### src/rtl/gpad_pkg.sv
package gpad_pkg;
   localparam int STD_SLOTS  = 8;
   localparam int WIDE_SLOTS = 16;
   localparam int WIDE_USED  = 12;

   typedef enum logic [1:0] {
      SR_HOLD,
      SR_LOAD,
      SR_SHIFT
   } sr_op_e;

   // number of slots carrying real buttons for a given report width
   function automatic int used_slots(input int width);
      return (width == WIDE_SLOTS) ? WIDE_USED : width;
   endfunction
endpackage

### src/rtl/gpad_sync.sv
module gpad_sync #(
   parameter int W      = 1,
   parameter int STAGES = 2
) (
   input  logic         clk_i,
   input  logic         rst_ni,
   input  logic [W-1:0] d_i,
   output logic [W-1:0] q_o
);
   if (STAGES < 2) begin : g_bad_stages
      $error("gpad_sync: STAGES must be at least 2");
   end

   logic [W-1:0] stage_q [STAGES];

   for (genvar s = 0; s < STAGES; s++) begin : g_stage
      if (s == 0) begin : g_first
         always_ff @(posedge clk_i or negedge rst_ni) begin
            if (!rst_ni) stage_q[0] <= '0;
            else         stage_q[0] <= d_i;
         end
      end else begin : g_next
         always_ff @(posedge clk_i or negedge rst_ni) begin
            if (!rst_ni) stage_q[s] <= '0;
            else         stage_q[s] <= stage_q[s-1];
         end
      end
   end

   assign q_o = stage_q[STAGES-1];
endmodule

### src/rtl/gpad_edge.sv
module gpad_edge (
   input  logic clk_i,
   input  logic rst_ni,
   input  logic lvl_i,
   output logic rise_o
);
   logic prev_q;

   always_ff @(posedge clk_i or negedge rst_ni) begin
      if (!rst_ni) prev_q <= 1'b0;
      else         prev_q <= lvl_i;
   end

   assign rise_o = lvl_i & ~prev_q;

   // one host edge yields a single step, never two back to back
   single_step_chk: assert property (@(posedge clk_i) disable iff (!rst_ni)
      rise_o |=> !rise_o);
endmodule

### src/rtl/gpad_shifter.sv
module gpad_shifter #(
   parameter int   W          = 8,
   parameter int   USED       = 8,
   parameter bit   CASCADE_EN = 1'b0,
   parameter logic FILL_WIRE  = 1'b0
) (
   input  logic         clk_i,
   input  logic         rst_ni,
   input  logic         strb_i,
   input  logic         step_i,
   input  logic [W-1:0] btn_i,
   input  logic         ser_i,
   output logic         dout_o
);
   import gpad_pkg::*;

   logic [W-1:0] sr_q;
   logic [W-1:0] load_val;
   logic         fill_bit;
   sr_op_e       op;

   // pressed = 1 at the input becomes 0 on the wire; padding slots read idle
   for (genvar i = 0; i < W; i++) begin : g_slot
      assign load_val[i] = (i < USED) ? ~btn_i[i] : 1'b1;
   end

   assign fill_bit = CASCADE_EN ? ser_i : FILL_WIRE;

   always_comb begin
      if (strb_i)      op = SR_LOAD;
      else if (step_i) op = SR_SHIFT;
      else             op = SR_HOLD;
   end

   always_ff @(posedge clk_i or negedge rst_ni) begin
      if (!rst_ni) begin
         sr_q <= '1;
      end else begin
         case (op)
            SR_LOAD:  sr_q <= load_val;
            SR_SHIFT: sr_q <= {fill_bit, sr_q[W-1:1]};
            default:  sr_q <= sr_q;
         endcase
      end
   end

   assign dout_o = sr_q[0];


   load_follow_chk: assert property (@(posedge clk_i) disable iff (!rst_ni)
      strb_i |=> (dout_o == !$past(btn_i[0])));


   frozen_hold_chk: assert property (@(posedge clk_i) disable iff (!rst_ni)
      (!strb_i && !step_i) |=> $stable(sr_q));


   shift_move_chk: assert property (@(posedge clk_i) disable iff (!rst_ni)
      (!strb_i && step_i) |=> (sr_q[W-2:0] == $past(sr_q[W-1:1])));


   tail_fill_chk: assert property (@(posedge clk_i) disable iff (!rst_ni)
      (!strb_i && step_i) |=> (sr_q[W-1] == $past(fill_bit)));

   if (USED < W) begin : g_pad

      pad_idle_chk: assert property (@(posedge clk_i) disable iff (!rst_ni)
         strb_i |=> (&sr_q[W-1:USED]));
   end
endmodule

### src/rtl/gpad_serial_reporter.sv
module gpad_serial_reporter #(
   parameter int   REPORT_W    = 8,
   parameter bit   CASCADE_EN  = 1'b0,
   parameter logic FILL_WIRE   = 1'b0,
   parameter int   SYNC_STAGES = 2
) (
   input  logic                clk_i,
   input  logic                rst_ni,
   input  logic [REPORT_W-1:0] btn_i,
   input  logic                strobe_i,
   input  logic                sclk_i,
   input  logic                ser_i,
   output logic                data_n_o
);
   import gpad_pkg::*;

   localparam int USED   = used_slots(REPORT_W);
   localparam int SYNC_W = REPORT_W + 3;

   if (REPORT_W != STD_SLOTS && REPORT_W != WIDE_SLOTS) begin : g_bad_width
      $error("gpad_serial_reporter: REPORT_W must be 8 or 16");
   end
   if (SYNC_STAGES < 2) begin : g_bad_sync
      $error("gpad_serial_reporter: SYNC_STAGES must be at least 2");
   end

   logic [SYNC_W-1:0]   raw_in;
   logic [SYNC_W-1:0]   sync_out;
   logic [REPORT_W-1:0] btn_s;
   logic                strb_s, sclk_s, ser_s, step;

   assign raw_in = {ser_i, sclk_i, strobe_i, btn_i};
   assign {ser_s, sclk_s, strb_s, btn_s} = sync_out;

   gpad_sync #(.W(SYNC_W), .STAGES(SYNC_STAGES)) u_sync (
      .clk_i  (clk_i),
      .rst_ni (rst_ni),
      .d_i    (raw_in),
      .q_o    (sync_out)
   );

   gpad_edge u_edge (
      .clk_i  (clk_i),
      .rst_ni (rst_ni),
      .lvl_i  (sclk_s),
      .rise_o (step)
   );

   gpad_shifter #(
      .W          (REPORT_W),
      .USED       (USED),
      .CASCADE_EN (CASCADE_EN),
      .FILL_WIRE  (FILL_WIRE)
   ) u_shift (
      .clk_i  (clk_i),
      .rst_ni (rst_ni),
      .strb_i (strb_s),
      .step_i (step),
      .btn_i  (btn_s),
      .ser_i  (ser_s),
      .dout_o (data_n_o)
   );


   strobe_no_shift_chk: assert property (@(posedge clk_i) disable iff (!rst_ni)
      (strb_s && $past(strb_s)) |-> (data_n_o == !$past(btn_s[0])));
endmodule

### config.mk
export PLATFORM = sky130hd
export DESIGN_NAME = gpad_serial_reporter
export DESIGN_NICKNAME = d
export VERILOG_FILES = /design/src/rtl/gpad_pkg.sv /design/src/rtl/gpad_sync.sv /design/src/rtl/gpad_edge.sv /design/src/rtl/gpad_shifter.sv /design/src/rtl/gpad_serial_reporter.sv
export SDC_FILE = /design/constraint.sdc
export NUM_CORES = 1
export LEC_CHECK = 0
export BUFFER_PORTS_ARGS = -buffer_cell sky130_fd_sc_hd__buf_4
export CORE_UTILIZATION = 50
export CTS_BUF_LIST = sky130_fd_sc_hd__clkbuf_4
export DETAILED_ROUTE_END_ITERATION = 10
export PLACE_DENSITY_LB_ADDON = 0.1
export SKIP_CTS_REPAIR_TIMING = 1
export SYNTH_ARGS = -nofsm -noshare
export SYNTH_HDL_FRONTEND = slang
export SYNTH_SLANG_ARGS = --single-unit
### constraint.sdc
create_clock -name clk_i -period 1.9 [get_ports clk_i]
set_input_delay 0.57 -clock clk_i [delete_from_list [all_inputs] [get_ports clk_i]]
set_output_delay 0.57 -clock clk_i [all_outputs]
set_load 0.1 [all_outputs]
# --- Word-level counts from Yosys, hierarchy flattened ---
# Cells that the tools add are included.
op_classes:
  eq_ne: 2
  n_mux: 3
  n_bitwise: 10
  n_reduce_logical: 1
ops:
  columns: ["cell", "n"]
  rows:
  - ["one-hot mux 8 bit (2 select lines)", 1]
  - ["inverter 1 bit", 9]
  - ["2-to-1 mux 2 bit", 2]
  - ["equality test 2 x 1 -> 1 bit, second input constant", 1]
  - ["equality test 2 bit, second input constant", 1]
  - ["nonzero test 2 bit", 1]
  - ["bitwise AND 1 bit", 1]
word_totals:
  regBits: 29
  input_bits: 13
  output_inout_bits: 1
  elab_cells: 20

# --- Logic depth before layout (Yosys ltp) ---
# Gate-level depths: netlist of the first run.
logic_depth:
  word_depth: 6
  ltp_mapped: 3
  ltp_nobuf: 2

# --- Cells and area by module ---
# Synthesis of the first run repeated with hierarchy kept, for this count alone.
unflattened:
  cells_unflattened: 61
  hier_area_um2: 1057.3
by_module_without_submodules:
  columns: ["mod", "instances", "cells_each", "area_per_inst_um2", "seq_area_each_um2"]
  rows:
  - ["gpad_sync", 1, 33, 633.1, 550.5]
  - ["gpad_shifter", 1, 26, 385.4, 210.2]
  - ["gpad_edge", 1, 2, 38.8, 25.0]

# --- Worst setup path before layout of the first run ---
# Ideal clock, no wire load.
synth_path:
  path_kind: "register -> output"
  start: "reg u_shift.sr_q[0]"
  end: "out data_n_o"
  arrival_time_ps: 832
  required_ps: 1330
  setup_slack_ps: 498
  path_stages_with_launch: 1
  n_path_buf: 0
  cell_sequence: "dfstp_2"
synth_lines:
  columns: ["element", "line_no", "rtl"]
  rows:
  - ["start: declaration", "gpad_shifter.sv:17", "logic [W-1:0] sr_q;"]
  - ["start signal: assignment", "gpad_shifter.sv:40", "SR_LOAD: sr_q <= load_val;"]
  - ["start signal: assignment", "gpad_shifter.sv:41", "SR_SHIFT: sr_q <= {fill_bit, sr_q[W-1:1]};"]
  - ["start signal: assignment", "gpad_shifter.sv:42", "default: sr_q <= sr_q;"]
  - ["end: declaration", "gpad_serial_reporter.sv:13", "output logic data_n_o"]
# No word-level cell between the ends.

# --- Final worst setup path of the first run ---
layout_path:
  start: "reg u_shift.sr_q[0]"
  end: "out data_n_o"
# No word-level cell between the ends.

==> run summary, run 1 <==
status -> finished, final reports clean
worst rel slew slack -> 76.3%
average wire per standard cell -> 13.9 um
worst setup margin -> 0.186 ns
most frequent cells in the layout -> dfrtp_1, buf_4, nand2b_1, dfstp_2
die height -> 47.0 um
fmax -> 0.584 GHz
Post-Synthesis Cells -> 56
sequential element share of the synthesized area -> 72.7%
Layout area overhead -> 17.9%
flops & latches, synth -> 29
Mapped Avg Cell Area -> 18.1 um^2
fin crit share -> 90.2%
synthesized area -> 0.00101 mm^2
worst-case clock skew -> 0.00634 ns
required time worst endpoint -> 1.33 ns
Via Count -> 512
Clk Latency, worst-skew pair -> 0.32 ns
routability cong. -> 0.650
vias in the first global route -> 485
reg2reg path depth -> 2
Remaining DRCs -> 0
total track usage -> 16.4%
cells along the critical path -> buf_4
Worst Path Arrival -> 1.14 ns
CTS HTree Levels -> 2
CTS tree -> built
worst min-delay path class -> in2async
worst path bufs/invs -> 1
First-pass DRT Iterations -> 3
Layout Nets -> 86
pre-CTS WS -> 0.535 ns
initial antenna violation count -> 0
Worst-path clk slew -> 0.09 ns
max_cap viols -> 0
Root Buffer Master -> clkbuf_4
CP max stage delay -> 0.54 ns
# IOs -> 14
layout cells sized above 1 -> 48.6%
final setup TNS -> 0 ns
CTS buffer count -> 5
Startpoint Class -> flip-flop
die area -> 0.00221 mm^2
compound-cell area share of the yosys netlist -> 11.0%
Slew Viols, Final -> 0
CP endpoint kind -> output port
mean number of vias per cell -> 5.17
Unique masters post-synth -> 10
Initial Util -> 56.2%
slowest CP cell -> dfstp_2
Core Rows -> 15
WP depth -> 1
CP top delay family -> flip-flops
syn_nets -> 69
# setup viols final -> 0
commonest non-fill, non-tap cell in the layout -> dfrtp_1
synthesized-area fraction occupied by adder cells -> 0%
DRT Wirelength -> 1380 um
final hold violations -> 0
Final min period -> 1.71 ns
GR Overflow Total -> 0
core area -> 0.00180 mm^2
Initial DRC Count -> 3
Pwr per Cell Area -> 1060 mW/mm^2
xor and xnor area share after synthesis -> 0%
CP Class -> reg2out
ANT nets after route -> 0
Lkg Pwr -> 0.493 nW
pin count of the biggest net entering global routing -> 30
YS warnings -> 0
mux cell area share after synthesis -> 0%
width of the die -> 47.0 um
Clock Path Buffers -> 2
Antenna diodes -> 0
# clock sinks -> 29
CP max FO -> 2
RSZ-0062 raised after global routing -> false
Post-DP HPWL -> 914 um
first-pass GRT wire length -> 2260 um
largest family of logic cells by synthesized area -> simple AND/OR/NAND/NOR gates
Worst-Margin Slew -> 0.356 ns
port bufs -> 12
Simple-Gate Fraction of Synth Area -> 14.1%
r2r setup slk -> 0.78 ns
VDD IR max -> 0.817 mV
[path summary, 6_finish.rpt]
| kind | start | endpoint |
|---|---|---|
| min in group clk_i | u_sync.stage_q[13] | u_sync.q_o[2] |
| setup reg to reg | u_sync.q_o[9] | u_shift.sr_q[6] |
| max in group asynchronous | rst_ni | u_shift.sr_q[5] |
| hold reg to reg | u_sync.stage_q[13] | u_sync.q_o[2] |
| hold / removal | rst_ni | u_sync.q_o[1] |
| setup / recovery | u_shift.sr_q[0] | data_n_o |
[cells in the mapped netlist (all sizes together)]
master | n | area, um^2
nand2b | 8 | 50.1
buf | 2 | 18.8
nand4bb | 7 | 78.8
nor2b | 1 | 13.8
inv | 1 | 3.75
o221ai | 7 | 105
dfstp | 8 | 210
dfrtp | 21 | 526
o22ai | 1 | 6.26
[metal layers]
metal | vias to the layer above | share of wire [%] | track usage (%)
met1 | 252 | 45 | 21.6
met4 | 0 | 1.7 | 5.14
li1 | 239 | - | -
met5 | - | 0 | 0
met3 | 3 | 6.3 | 9.23
met2 | 18 | 47 | 23.3
[cell type report]
| type | count | area (um^2) |
|---|---|---|
| flip-flops and latches | 29 | 736 |
| fillers | 136 | 608 |
| multi-input cells | 24 | 254 |
| repair buffers | 12 | 90.1 |
| clock buffers | 6 | 45.0 |
| clock inverters | 2 | 33.8 |
| well taps | 25 | 31.3 |
| inverters | 1 | 3.75 |
[where the power goes]
group	internal (mW)	switching, mW
combinational	0.0445	0.0504
clock	0.288	0.193
sequential	0.669	0.0247
[per-stage QoR]
stage	cell area, um^2	power [mW]	hold slack, ns	std cells	utilization, %
floorplan	1010	0.762	0.274	56	-
global placement	1110	0.799	0.331	91	61.9
detailed placement	1110	0.803	0.335	91	61.9
CTS	1190	1.29	0.147	99	66.3
global route	1190	1.33	0.148	99	66.3
finish	1190	1.27	0.149	99	66.3
[kinds of logic after synthesis]
group / count (synthesis)
simple gates: 16
compound gates: 8
flops: 29
buf+inv: 3
[state kept, by name, summed over array words and instances (netlist names)]
name,cells
u_sync.q_o,10
u_shift.sr_q,8
u_edge.prev_q,1
u_sync.stage_q,10
(Power assumes the default switching activity.)
==> inputs of run 2 (changes only) <==
--- a/config.mk
+++ b/config.mk
@@ -15,2 +15,3 @@
 export SYNTH_HDL_FRONTEND = slang
 export SYNTH_SLANG_ARGS = --single-unit
+export TNS_END_PERCENT = 1
==> constraint.sdc (replaced) <==
create_clock -name clk_i -period 1.45 [get_ports clk_i]
set_input_delay 0.435 -clock clk_i [delete_from_list [all_inputs] [get_ports clk_i]]
set_output_delay 0.435 -clock clk_i [all_outputs]
set_load 0.02 [all_outputs]
==> run 2 against run 1 <==
Power grew 31%. Clock skew grew 0.0048 ns. Wire length grew 2.7%. Non-clock buffer count grew 2. Register-to-register slack lost 0.35 ns. Critical path depth is the same. Count of clock-buffer cells in the layout is the same. Global-route usage grew 1.0 points. Design area grew 1.8%. Utilization grew 1.2 points.
==> run summary, run 2 (same netlist as run 1, synthesis figures left out) <==
status -> finished, final reports clean
Initial Util -> 56.2% (unchanged)
pin count of the biggest net entering global routing -> 30 (unchanged)
CP endpoint kind -> output port
fmax -> 0.705 GHz
Slew Viols, Final -> 0 (unchanged)
Clk Latency, worst-skew pair -> 0.32 ns (about the same)
final setup TNS -> 0 ns (unchanged)
first-pass GRT wire length -> 2340 um (+3.7%)
DRT Wirelength -> 1410 um (+2.7%)
ANT nets after route -> 0 (unchanged)
Final min period -> 1.42 ns
Remaining DRCs -> 0 (unchanged)
Via Count -> 526 (+2.7%)
Worst-path clk slew -> 0.09 ns (about the same)
routability cong. -> 0.663 (+2.1%)
Layout Nets -> 88 (+2.3%)
worst path bufs/invs -> 1 (unchanged)
average wire per standard cell -> 14.0 um (+0.65%)
die area -> 0.00221 mm^2 (unchanged)
total track usage -> 17.4% (+1.0 points)
Root Buffer Master -> clkbuf_4
Core Rows -> 15 (unchanged)
Worst Path Arrival -> 0.98 ns (-0.16 ns)
core area -> 0.00180 mm^2 (unchanged)
r2r startpoint -> u_sync.q_o[8]
Hold Crit Depth -> 1
# IOs -> 14 (unchanged)
Antenna diodes -> 0 (unchanged)
VDD IR max -> 0.911 mV (+11%)
vias in the first global route -> 518 (+6.8%)
mean number of vias per cell -> 5.21 (+0.70%)
initial antenna violation count -> 0 (unchanged)
Hold Path End -> u_sync.stage_q[12]
width of the die -> 47.0 um (unchanged)
CP max stage delay -> 0.55 ns (about the same)
max_cap viols -> 0 (unchanged)
commonest non-fill, non-tap cell in the layout -> dfrtp_1
RR Endpoint -> u_shift.sr_q[5]
worst rel slew slack -> 76.6% (+0.29 points)
Clock Path Buffers -> 2 (unchanged)
CTS tree -> built
required time worst endpoint -> 1.02 ns (-0.31 ns)
placed cells -> 92 (+1.1%)
cells along the critical path -> buf_6
Non-Filler Instances -> 101 (+2.0%)
Startpoint Class -> flip-flop
# setup viols final -> 0 (unchanged)
slowest CP cell -> dfstp_2
die height -> 47.0 um (unchanged)
Worst-Margin Slew -> 0.351 ns (-0.00438 ns)
Lkg Pwr -> 0.503 nW (+2.1%)
RSZ-0062 raised after global routing -> true
Pwr per Cell Area -> 1360 mW/mm^2 (+28%)
Layout area overhead -> 20.0%
Initial DRC Count -> 2 (-1)
Min-Delay Startpoint -> btn_i[1]
GR Overflow Total -> 0 (unchanged)
worst min-delay path class -> in2reg
r2r setup slk -> 0.43 ns (-0.35 ns)
CP max FO -> 2 (unchanged)
CP top delay family -> flip-flops
final hold violations -> 0 (unchanged)
fin crit share -> 97.8%
# clock sinks -> 29 (unchanged)
CTS buffer count -> 5 (unchanged)
most frequent cells in the layout -> dfrtp_1, buf_4, nand2b_1, dfstp_2
CP Class -> reg2out
port bufs -> 12 (unchanged)
worst-case clock skew -> 0.0111 ns (+0.00478 ns)
Final Total Pwr -> 1.66 mW (+31%)
reg2reg path depth -> 2 (unchanged)
First-pass DRT Iterations -> 2 (-1)
Post-DP HPWL -> 913 um (about the same)
layout cells sized above 1 -> 48.7% (about the same)
CTS HTree Levels -> 2 (unchanged)
[run 2: final cells by class]
cell class	count	area, um^2
Clock buffer	6	45.0
Multi-Input combinational cell	24	254
Timing Repair Buffer	14	111
Tap cell	25	31.3
Fill cell	142	587
Inverter	1	3.75
Clock inverter	2	33.8
Sequential cell	29	736
[run 2: worst max path at each step]
stage               startpoint        to  depth (start not counted)
6_report       u_shift.sr_q[0]  data_n_o                          1
5_1_grt        u_shift.sr_q[0]  data_n_o                          1
4_1_cts        u_shift.sr_q[0]  data_n_o                          1
3_5_place_dp   u_shift.sr_q[0]  data_n_o                          1
3_3_place_gp   u_shift.sr_q[0]  data_n_o                          1
2_1_floorplan  u_shift.sr_q[0]  data_n_o                          0
[run 2: per-stage QoR]
stage	hold slack, ns	util, %	cell area, um^2	setup slack, ns
3_5_place_dp	0.335	62.3	1120	0.374
5_1_grt	0.186	67.4	1210	-0.0235
2_1_floorplan	0.139	-	1010	0.452
4_1_cts	-0.00353	66.7	1200	-0.00799
3_3_place_gp	0.332	62.3	1120	0.378
6_report	0.217	67.4	1210	0.0314
[run 2: routing by layer]
| metal | vias to the layer above | wire [um] | GRT usage [%] |
|---|---|---|---|
| li1 | 245 | - | - |
| met1 | 258 | 664 | 22.2 |
| met2 | 18 | 623 | 21.9 |
| met3 | 5 | 97 | 11.5 |
| met4 | 0 | 28 | 10.3 |
| met5 | - | 0 | 0 |
[run 2: where the power goes]
| group | internal [mW] | switching, mW | leakage [nW] | total, mW |
|---|---|---|---|---|
| clock network | 0.377 | 0.258 | 0.0433 | 0.635 |
| logic | 0.0635 | 0.0510 | 0.131 | 0.115 |
| registers | 0.877 | 0.0314 | 0.329 | 0.909 |
